===== src/rtl/lpiso_pkg.sv =====
package lpiso_pkg;

  // Source driving the shift stage this cycle
  typedef enum logic [1:0] {
    SRC_HELD  = 2'd0,
    SRC_STORE = 2'd1,
    SRC_ZERO  = 2'd2
  } sh_src_e;

  // Override priority: clear over load over normal operation
  function automatic sh_src_e pick_src(input logic clear_n, input logic load_n);
    if (!clear_n)      return SRC_ZERO;
    else if (!load_n)  return SRC_STORE;
    else               return SRC_HELD;
  endfunction

endpackage


===== src/rtl/lpiso_store.sv =====
module lpiso_store #(
  parameter int unsigned W = 8
) (
  input  logic         clk,
  input  logic         rst_n,
  input  logic         cap_en,
  input  logic [W-1:0] par_d,
  output logic [W-1:0] stor_q,
  output logic [W-1:0] stor_nxt
);

  always_comb stor_nxt = cap_en ? par_d : stor_q;

  always_ff @(posedge clk or negedge rst_n) begin
    if (!rst_n) stor_q <= '0;
    else        stor_q <= stor_nxt;
  end

endmodule


===== src/rtl/lpiso_override.sv =====
module lpiso_override #(
  parameter int unsigned W = 8
) (
  input  lpiso_pkg::sh_src_e src,
  input  logic [W-1:0]       held,
  input  logic [W-1:0]       stor,
  output logic [W-1:0]       view
);

  always_comb begin
    unique case (src)
      lpiso_pkg::SRC_ZERO:  view = '0;
      lpiso_pkg::SRC_STORE: view = stor;
      default:              view = held;
    endcase
  end

endmodule


===== src/rtl/lpiso_shift.sv =====
module lpiso_shift #(
  parameter int unsigned W = 8
) (
  input  logic               clk,
  input  logic               rst_n,
  input  lpiso_pkg::sh_src_e src,
  input  logic [W-1:0]       stor_nxt,
  input  logic               sh_en,
  input  logic               ser_in,
  output logic [W-1:0]       sh_q
);

  // One place toward the MSB, new bit at bit 0
  function automatic logic [W-1:0] step(input logic [W-1:0] v, input logic b);
    return {v[W-2:0], b};
  endfunction

  logic [W-1:0] sh_nxt;

  always_comb begin
    unique case (src)
      lpiso_pkg::SRC_ZERO:  sh_nxt = '0;
      lpiso_pkg::SRC_STORE: sh_nxt = stor_nxt;
      default:              sh_nxt = sh_en ? step(sh_q, ser_in) : sh_q;
    endcase
  end

  always_ff @(posedge clk or negedge rst_n) begin
    if (!rst_n) sh_q <= '0;
    else        sh_q <= sh_nxt;
  end

endmodule


===== src/rtl/latched_piso.sv =====
module latched_piso #(
  parameter int unsigned W = 8
) (
  input  logic         clk,
  input  logic         rst_n,
  input  logic [W-1:0] par_d,
  input  logic         cap_en,
  input  logic         sh_en,
  input  logic         ser_in,
  input  logic         load_n,
  input  logic         clear_n,
  output logic         ser_out
);

  lpiso_pkg::sh_src_e src;
  logic [W-1:0] stor_q, stor_nxt, sh_q, sh_view;

  // Named internal events for the checker
  logic load_act, clear_act, shift_evt;

  assign src       = lpiso_pkg::pick_src(clear_n, load_n);
  assign clear_act = (src == lpiso_pkg::SRC_ZERO);
  assign load_act  = (src == lpiso_pkg::SRC_STORE);
  assign shift_evt = (src == lpiso_pkg::SRC_HELD) && sh_en;

  lpiso_store #(.W(W)) u_store (
    .clk(clk), .rst_n(rst_n), .cap_en(cap_en), .par_d(par_d),
    .stor_q(stor_q), .stor_nxt(stor_nxt)
  );

  lpiso_shift #(.W(W)) u_shift (
    .clk(clk), .rst_n(rst_n), .src(src), .stor_nxt(stor_nxt),
    .sh_en(sh_en), .ser_in(ser_in), .sh_q(sh_q)
  );

  lpiso_override #(.W(W)) u_ovr (
    .src(src), .held(sh_q), .stor(stor_q), .view(sh_view)
  );

  assign ser_out = sh_view[W-1];

endmodule


===== config.mk =====
export PLATFORM = sky130hd
export DESIGN_NAME = latched_piso
export DESIGN_NICKNAME = d
export VERILOG_FILES = /design/src/rtl/lpiso_pkg.sv /design/src/rtl/lpiso_store.sv /design/src/rtl/lpiso_override.sv /design/src/rtl/lpiso_shift.sv /design/src/rtl/latched_piso.sv
export SDC_FILE = /design/constraint.sdc
export NUM_CORES = 1
export LEC_CHECK = 0
export CAP_MARGIN = 5
export CELL_PAD_IN_SITES_DETAIL_PLACEMENT = 0
export CELL_PAD_IN_SITES_GLOBAL_PLACEMENT = 1
export CORE_UTILIZATION = 50
export DETAILED_ROUTE_END_ITERATION = 8
export DONT_BUFFER_PORTS = 1
export PLACE_DENSITY = 0.75
export SYNTH_ARGS = -nofsm -noshare
export SYNTH_HDL_FRONTEND = slang
export SYNTH_SLANG_ARGS = --single-unit

===== constraint.sdc =====
create_clock -name clk -period 1.6 [get_ports clk]
set_input_delay 0.08 -clock clk [delete_from_list [all_inputs] [get_ports clk]]
set_output_delay 0.08 -clock clk [all_outputs]
set_load 0.01 [all_outputs]

==> results of run 1 <==
[kinds of logic (layout without fill, tap and decap cells)]
kind of cell | count (synthesis) | in the layout | share of synthesized area (%)
mux | 17 | 17 | 29.3
flops | 16 | 16 | 55.8
compound gates | 8 | 8 | 9.77
simple gates | 3 | 3 | 2.27
buf+inv | 3 | 21 | 2.79
[repair_timing]
action                    in CTS  in global routing
hold endpoints to repair      24                  0
gates resized for setup        0                  0
hold buffers                  17                  0
buffers inserted               0                  0
[state kept, by name, indices dropped and copies added, names as in the netlist]
register / flops
u_shift.sh_q: 8
u_store.stor_q: 8
[power by group through the flow]
stage	sequential [mW]	combinational [mW]	clock (mW)
global route	0.458	0.151	0.288
CTS	0.454	0.137	0.264
floorplan	0.457	0.0833	0
global placement	0.460	0.0782	0
detailed placement	0.463	0.0824	0
finish	0.455	0.140	0.270
[cell type report]
type / count / area [µm²]
tap: 15 / 18.8
clock buffer: 4 / 36.3
sequential: 16 / 400
fill: 83 / 395
timing repair buffer: 17 / 170
multi-input combinational: 28 / 297
[worst max-delay path by stage]
stage | startpoint | slack [ns] | depth (start not counted) | end
after detailed placement | u_store.stor_q[5]$_DFF_PN0_ | 0.69 | 2 | u_shift.sh_q[5]$_DFFE_PN0P_
final | u_store.stor_q[7]$_DFF_PN0_ | 0.25 | 2 | u_store.stor_q[7]$_DFF_PN0_
after floorplan | u_store.stor_q[7]$_DFF_PN0_ | 0.75 | 2 | u_shift.sh_q[7]$_DFFE_PN0P_
after CTS | u_store.stor_q[7]$_DFF_PN0_ | 0.26 | 2 | u_store.stor_q[7]$_DFF_PN0_
after global placement | u_store.stor_q[7]$_DFF_PN0_ | 0.73 | 2 | u_shift.sh_q[7]$_DFFE_PN0P_
after global routing | u_store.stor_q[2]$_DFF_PN0_ | 0.23 | 2 | u_store.stor_q[2]$_DFF_PN0_
[cells in the mapped netlist]
| cell | n | area, µm² |
|---|---|---|
| sky130_fd_sc_hd__dfrtp_1 | 16 | 400 |
| sky130_fd_sc_hd__mux2i_1 | 9 | 90.1 |
| sky130_fd_sc_hd__mux2_4 | 8 | 120 |
| sky130_fd_sc_hd__o2bb2ai_1 | 8 | 70.1 |
| sky130_fd_sc_hd__nor2b_1 | 2 | 12.5 |
| sky130_fd_sc_hd__buf_2 | 1 | 5.00 |
| sky130_fd_sc_hd__buf_6 | 1 | 11.3 |
| sky130_fd_sc_hd__clkbuf_1 | 1 | 3.75 |
| sky130_fd_sc_hd__nand2_1 | 1 | 3.75 |
[stage by stage]
| step | power [mW] | cells | setup WS [ns] | utilization, % |
|---|---|---|---|---|
| floorplan | 0.540 | 47 | 0.748 | - |
| global placement | 0.538 | 59 | 0.733 | 54.3 |
| detailed placement | 0.545 | 59 | 0.690 | 54.3 |
| CTS | 0.855 | 80 | 0.257 | 70.0 |
| global route | 0.897 | 80 | 0.235 | 70.0 |
| finish | 0.865 | 80 | 0.247 | 70.0 |
[metal layers]
layer	vias up	share of wire [%]	track usage, %
met3	4	4.1	5.68
met5	-	0	0
li1	211	-	-
met2	17	44	31.5
met1	212	49	30.1
met4	0	2.1	12.9
==> results.sh, run 1 <==
export IMPL_num_antenna_cells=0
export IMPL_nNetsFinal=81
export IMPL_clock_power_share_pct=31.2
export IMPL_violations_in_the_final_reports="hold timing"
export IMPL_placed_cell_area_um2=716
export IMPL_area_growth_syn_to_layout_pct=28.6
export IMPL_status="complete, but fails checks"
export IMPL_buffer_ports_inserted=0
export IMPL_critical_path_n_buffers_inverters=1
export IMPL_layout_cells_most_common_list="sky130_fd_sc_hd__dlygate4sd3_1, sky130_fd_sc_hd__dfrtp_1, sky130_fd_sc_hd__mux2i_1"
export IMPL_drc=0
export IMPL_dieHeight_um=39.9
export IMPL_holdPathEnd="u_shift.sh_q[7]$_DFFE_PN0P_"
export IMPL_grt_first_pass_wirelength_um=2110
export IMPL_timing_critical_path_from_type="flop"
export IMPL_power_switching_share_pct=22.5
export IMPL_power_net_switching_mw=0.194
export IMPL_finalCritPeriodShare_pct=84.5
export IMPL_num_rows=13
export IMPL_cts_inserted_buffers=3
export IMPL_max_freq_ghz=0.739
export IMPL_syn_inst=47
export IMPL_intPower_mw=0.670
export IMPL_syn_nets=62
export IMPL_post_synth_cell_area_avg_um2=15.3
export IMPL_post_drt_wl_per_cell_um=16.9
export IMPL_dp_final_hpwl_um=856
export IMPL_power_frac_comb_pct=16.2
export IMPL_clock_transition_at_path_regs_ns=0.09
export IMPL_drive_gt1_share_pct=18.5
export IMPL_layout_cells_most_common="sky130_fd_sc_hd__dlygate4sd3_1"
export IMPL_wirelength_um=1360
export IMPL_maximum_number_of_pins_on_one_net_before_global_route_repair=17
export IMPL_tritoncts="built"
export IMPL_detail_route_vias_per_cell=5.55
export IMPL_final_max_slew_violation_count=0
export IMPL_r2r_slack_ns=0.25
export IMPL_grt_overflow_total=0
export IMPL_drv_cap=0
export IMPL_crit_path_cell_trace="mux2_4 -> dlygate4sd3_1"
export IMPL_synth_seq_area_share_pct=55.8
export IMPL_power_per_standard_cell_area_mw_per_mm2=938
export IMPL_reg2reg_from="u_store.stor_q[7]$_DFF_PN0_"
export IMPL_cts_sink_count=16
export IMPL_crit_required_ns=1.78
export IMPL_finish_instance_area_um2=922
export IMPL_netlist_cell_type_count=9
export IMPL_hold_viol=1
export IMPL_grt_use_total_pct=22.2
export IMPL_initial_utilization_pct=54.4
export IMPL_die_x_um=39.9
export IMPL_cp_arrival_ns=1.53
export IMPL_antenna_found_initial=0
export IMPL_crit_path_class="reg -> reg"
export IMPL_max_stage_delay_ns=0.56
export IMPL_ys_warnings_count=0
export IMPL_critical_path_slowest_cell="sky130_fd_sc_hd__dlygate4sd3_1"
export IMPL_drt_initial_drc_count=9
export IMPL_clk_root_buffer_cell="sky130_fd_sc_hd__clkbuf_4"
export IMPL_regToRegEndpoint="u_store.stor_q[7]$_DFF_PN0_"
export IMPL_timing_critical_path_to_type="flop"
export IMPL_floorplan_die_area_mm2=0.00159
export IMPL_hold_class="in -> reg"
export IMPL_detailroute_via_count=444
export IMPL_worst_path_max_fanout=2
export IMPL_ioPinCount=16
export IMPL_synth_area_um2=717
export IMPL_routabilityCongestion=0.686
export IMPL_power_share_sequential_pct=52.6
export IMPL_core_area_mm2=0.00132
export IMPL_power_leakage_nw=0.425
export IMPL_max_clock_path_buffers=2
export IMPL_worst_slew_pin_slew_ns=0.710
export IMPL_route_antenna_remaining_nets=0
export IMPL_cp_top_family="buffers and inverters"
export IMPL_synth_seq_cells=16
export IMPL_worst_ir_drop_vdd_mv=0.629
export IMPL_drt_pass1_iter_count=4
export IMPL_maxSlewHeadroom_pct=52.5
export IMPL_setup_viol=0
export IMPL_grt_pass1_vias=446
export IMPL_worst_skew_pair_late_latency_ns=0.29
export IMPL_holdWs_ns=-0.000851
export IMPL_h_tree_depth=1
export IMPL_final_period_minus_worst_setup_slack_ns=1.35
export IMPL_hold_start="sh_en"
export IMPL_rsz0062_at_grt="false"
export IMPL_final_setup_tns_ns=0
export IMPL_min_path_cells=2
export IMPL_reg2reg_depth=2
export IMPL_finalClockSkew_ns=0.000678
No activity file was read; power rests on OpenSTA's default activity.
==> run 2, diff against run 1 <==
--- a/config.mk
+++ b/config.mk
@@ -5,13 +5,14 @@
 export SDC_FILE = /design/constraint.sdc
 export NUM_CORES = 1
 export LEC_CHECK = 0
+export ABC_AREA = 1
 export CAP_MARGIN = 5
 export CELL_PAD_IN_SITES_DETAIL_PLACEMENT = 0
 export CELL_PAD_IN_SITES_GLOBAL_PLACEMENT = 1
-export CORE_UTILIZATION = 50
+export CORE_UTILIZATION = 45
 export DETAILED_ROUTE_END_ITERATION = 8
 export DONT_BUFFER_PORTS = 1
-export PLACE_DENSITY = 0.75
+export PLACE_DENSITY = 0.73
 export SYNTH_ARGS = -nofsm -noshare
 export SYNTH_HDL_FRONTEND = slang
 export SYNTH_SLANG_ARGS = --single-unit
==> constraint.sdc (replaced) <==
create_clock -name clk -period 1.39 [get_ports clk]
set_input_delay 0.0695 -clock clk [delete_from_list [all_inputs] [get_ports clk]]
set_output_delay 0.0695 -clock clk [all_outputs]
set_load 0.01 [all_outputs]
==> results.sh, run 2 <==
export IMPL_finalCritPeriodShare_pct=84.9
export IMPL_number_of_buffers_inserted_to_repair_setup_after_cts=0
export IMPL_max_clock_path_buffers=2
export IMPL_reg_largest_list="u_shift.sh_q (8), u_store.stor_q (8)"
export IMPL_netlist_cell_type_count=13
export IMPL_most_repeated_cell_in_the_gate_level_netlist_after_synthesis="sky130_fd_sc_hd__nand2_1"
export IMPL_drc=0
export IMPL_min_path_cells=4
export IMPL_grt_met3_usage_pct=6.53
export IMPL_buffer_ports_inserted=0
export IMPL_rsz0062_at_grt="false"
export IMPL_maximum_number_of_pins_on_one_net_before_global_route_repair=17
export IMPL_fin_util_pct=61.4
export IMPL_wirelength_um=1550
export IMPL_grt_met1_usage_pct=22.9
export IMPL_floorplan_die_area_mm2=0.00195
export IMPL_detailroute_via_count=606
export IMPL_initial_utilization_pct=50.6
export IMPL_cts_sink_count=16
export IMPL_hold_class="in -> reg"
export IMPL_final_period_minus_worst_setup_slack_ns=1.18
export IMPL_ys_warnings_count=0
export IMPL_setup_viol=0
export IMPL_fillers=147
export IMPL_dp_final_hpwl_um=997
export IMPL_synth_area_um2=798
export IMPL_route_antenna_remaining_nets=0
export IMPL_grt_first_pass_wirelength_um=2750
export IMPL_dieHeight_um=44.1
export IMPL_synthTopCellsByArea="sky130_fd_sc_hd__dfrtp_1, sky130_fd_sc_hd__nand2_4, sky130_fd_sc_hd__nand2_1"
export IMPL_drive_gt1_share_pct=26.5
export IMPL_worst_slew_pin_slew_ns=0.715
export IMPL_routabilityCongestion=0.725
export IMPL_clk_root_buffer_cell="sky130_fd_sc_hd__clkbuf_4"
export IMPL_detail_route_vias_per_cell=5.32
export IMPL_core_area_mm2=0.00158
export IMPL_status="finished clean"
export IMPL_drt_initial_drc_count=4
export IMPL_finalNonFillerCells=114
export IMPL_layout_cells_most_common="sky130_fd_sc_hd__nand2_1"
export IMPL_tritoncts="built"
export IMPL_worst_ir_drop_vdd_mv=0.822
export IMPL_use_met2_pct=33.5
export IMPL_place_worst_setup_slack_ns=0.632
export IMPL_post_drt_wl_per_cell_um=13.6
export IMPL_drt_pass1_iter_count=4
export IMPL_cts_inserted_buffers=3
export IMPL_num_antenna_cells=0
export IMPL_finalClockSkew_ns=0.00791
export IMPL_final_max_slew_violation_count=0
export IMPL_cp_arrival_ns=1.40
export IMPL_worst_skew_pair_late_latency_ns=0.29
export IMPL_area_growth_syn_to_layout_pct=21.3
export IMPL_ys_top_cells_by_count="sky130_fd_sc_hd__nand2_1, sky130_fd_sc_hd__dfrtp_1, sky130_fd_sc_hd__nand2_2"
export IMPL_h_tree_depth=1
export IMPL_placed_cells_incl_taps=97
export IMPL_yosysTopAreaCellShare_pct=50.2
export IMPL_grt_use_total_pct=19.7
export IMPL_grt_pass1_vias=640
export IMPL_die_x_um=44.1
export IMPL_syn_nets=98
export IMPL_num_rows=14
export IMPL_power_leakage_nw=0.464
export IMPL_antenna_found_initial=0
export IMPL_fin_total_pwr_mw=0.990
export IMPL_post_synth_cell_area_avg_um2=9.62
export IMPL_grt_overflow_total=0
export IMPL_setup_slack_ns=0.210
export IMPL_worst_path_max_fanout=9
export IMPL_crit_required_ns=1.61
export IMPL_timing_critical_path_from_type="input pin"
export IMPL_max_freq_ghz=0.848
export IMPL_synth_edf_count=0
export IMPL_nNetsFinal=114
export IMPL_grt_busiest_layer="met2"
export IMPL_final_setup_tns_ns=0
export IMPL_ioPinCount=16
export IMPL_synth_seq_area_share_pct=50.2
export IMPL_drv_cap=0
export IMPL_synthFlopType="sky130_fd_sc_hd__dfrtp_1"
export IMPL_layout_cells_most_common_list="sky130_fd_sc_hd__nand2_1, sky130_fd_sc_hd__dfrtp_1, sky130_fd_sc_hd__dlygate4sd3_1"
export IMPL_clock_transition_at_path_regs_ns=0.09
export IMPL_netlist_top_cell_by_area="sky130_fd_sc_hd__dfrtp_1"
export IMPL_syn_inst=83
export IMPL_crit_path_class="in -> reg"
export IMPL_synth_seq_cells=16
export IMPL_maxSlewHeadroom_pct=52.2
export IMPL_reg2reg_depth=2
export IMPL_async_set_reset_flop_share_out_of_synthesis_pct=100
export IMPL_power_per_standard_cell_area_mw_per_mm2=1020
export IMPL_hold_viol=0
export IMPL_timing_critical_path_to_type="flop"
## run 2: per-layer routing
layer / wire length [µm] / vias to the layer above
met2: 726 / 13
met4: 23 / 0
li1: - / 301
met3: 80 / 4
met1: 722 / 288
met5: 0 / -
## run 2: critical path: stages
cell                            delay [ns]
sky130_fd_sc_hd__dlygate4sd3_1        0.91
sky130_fd_sc_hd__nand2_1              0.13
sky130_fd_sc_hd__nand2_2              0.11
sky130_fd_sc_hd__nand2_1              0.05
sky130_fd_sc_hd__a21oi_1              0.13
## run 2: final cells by class
type	instances	area, µm²	share of cell area, %
Tap cell	16	20.0	2.07
Timing Repair Buffer	13	130	13.4
Multi-Input combinational cell	61	349	36.0
Clock buffer	4	36.3	3.75
Sequential cell	16	400	41.3
Inverter	4	32.5	3.36
## run 2: through the flow
step,hold slack [ns],instance area (µm²)
detailed placement,-0.226,802
floorplan,-0.226,798
global placement,-0.226,802
CTS,0.0305,968
global route,0.0395,968
finish,0.0266,968
## run 2: path summary, 6_finish.rpt
kind	startpoint	to	slack, ns
max	cap_en	u_shift.sh_q[5]$_DFFE_PN0P_	0.21
min	clear_n	u_shift.sh_q[1]$_DFFE_PN0P_	0.03
max reg2reg	u_shift.sh_q[7]$_DFFE_PN0P_	u_shift.sh_q[7]$_DFFE_PN0P_	0.62
min reg2reg	u_store.stor_q[6]$_DFF_PN0_	u_store.stor_q[6]$_DFF_PN0_	0.51
max in group asynchronous	rst_n	u_shift.sh_q[4]$_DFFE_PN0P_	0.67
min in group asynchronous	rst_n	u_shift.sh_q[1]$_DFFE_PN0P_	0.26
## run 2: timing repair
item / in CTS / in global routing
resized for setup: 0 / 0
hold buffers: 13 / 0
hold endpoints to repair: 32 / 0
## run 2: cell families (layout without fill, tap and decap cells)
kind of cell | count (synthesis) | count (layout) | synth area share, %
and+or+nand+nor | 45 | 45 | 33.7
buffers and inverters | 6 | 21 | 6.11
DFF | 16 | 16 | 50.2
AOI/OAI and AO/OA | 16 | 16 | 10.0
## run 2: where the power goes
part | leakage, nW | total [mW] | switching (mW) | internal (mW)
clock network | 0.0210 | 0.305 | 0.145 | 0.160
logic | 0.241 | 0.154 | 0.0868 | 0.0671
registers | 0.202 | 0.532 | 0.0269 | 0.505
total | 0.464 | 0.990 | 0.259 | 0.732
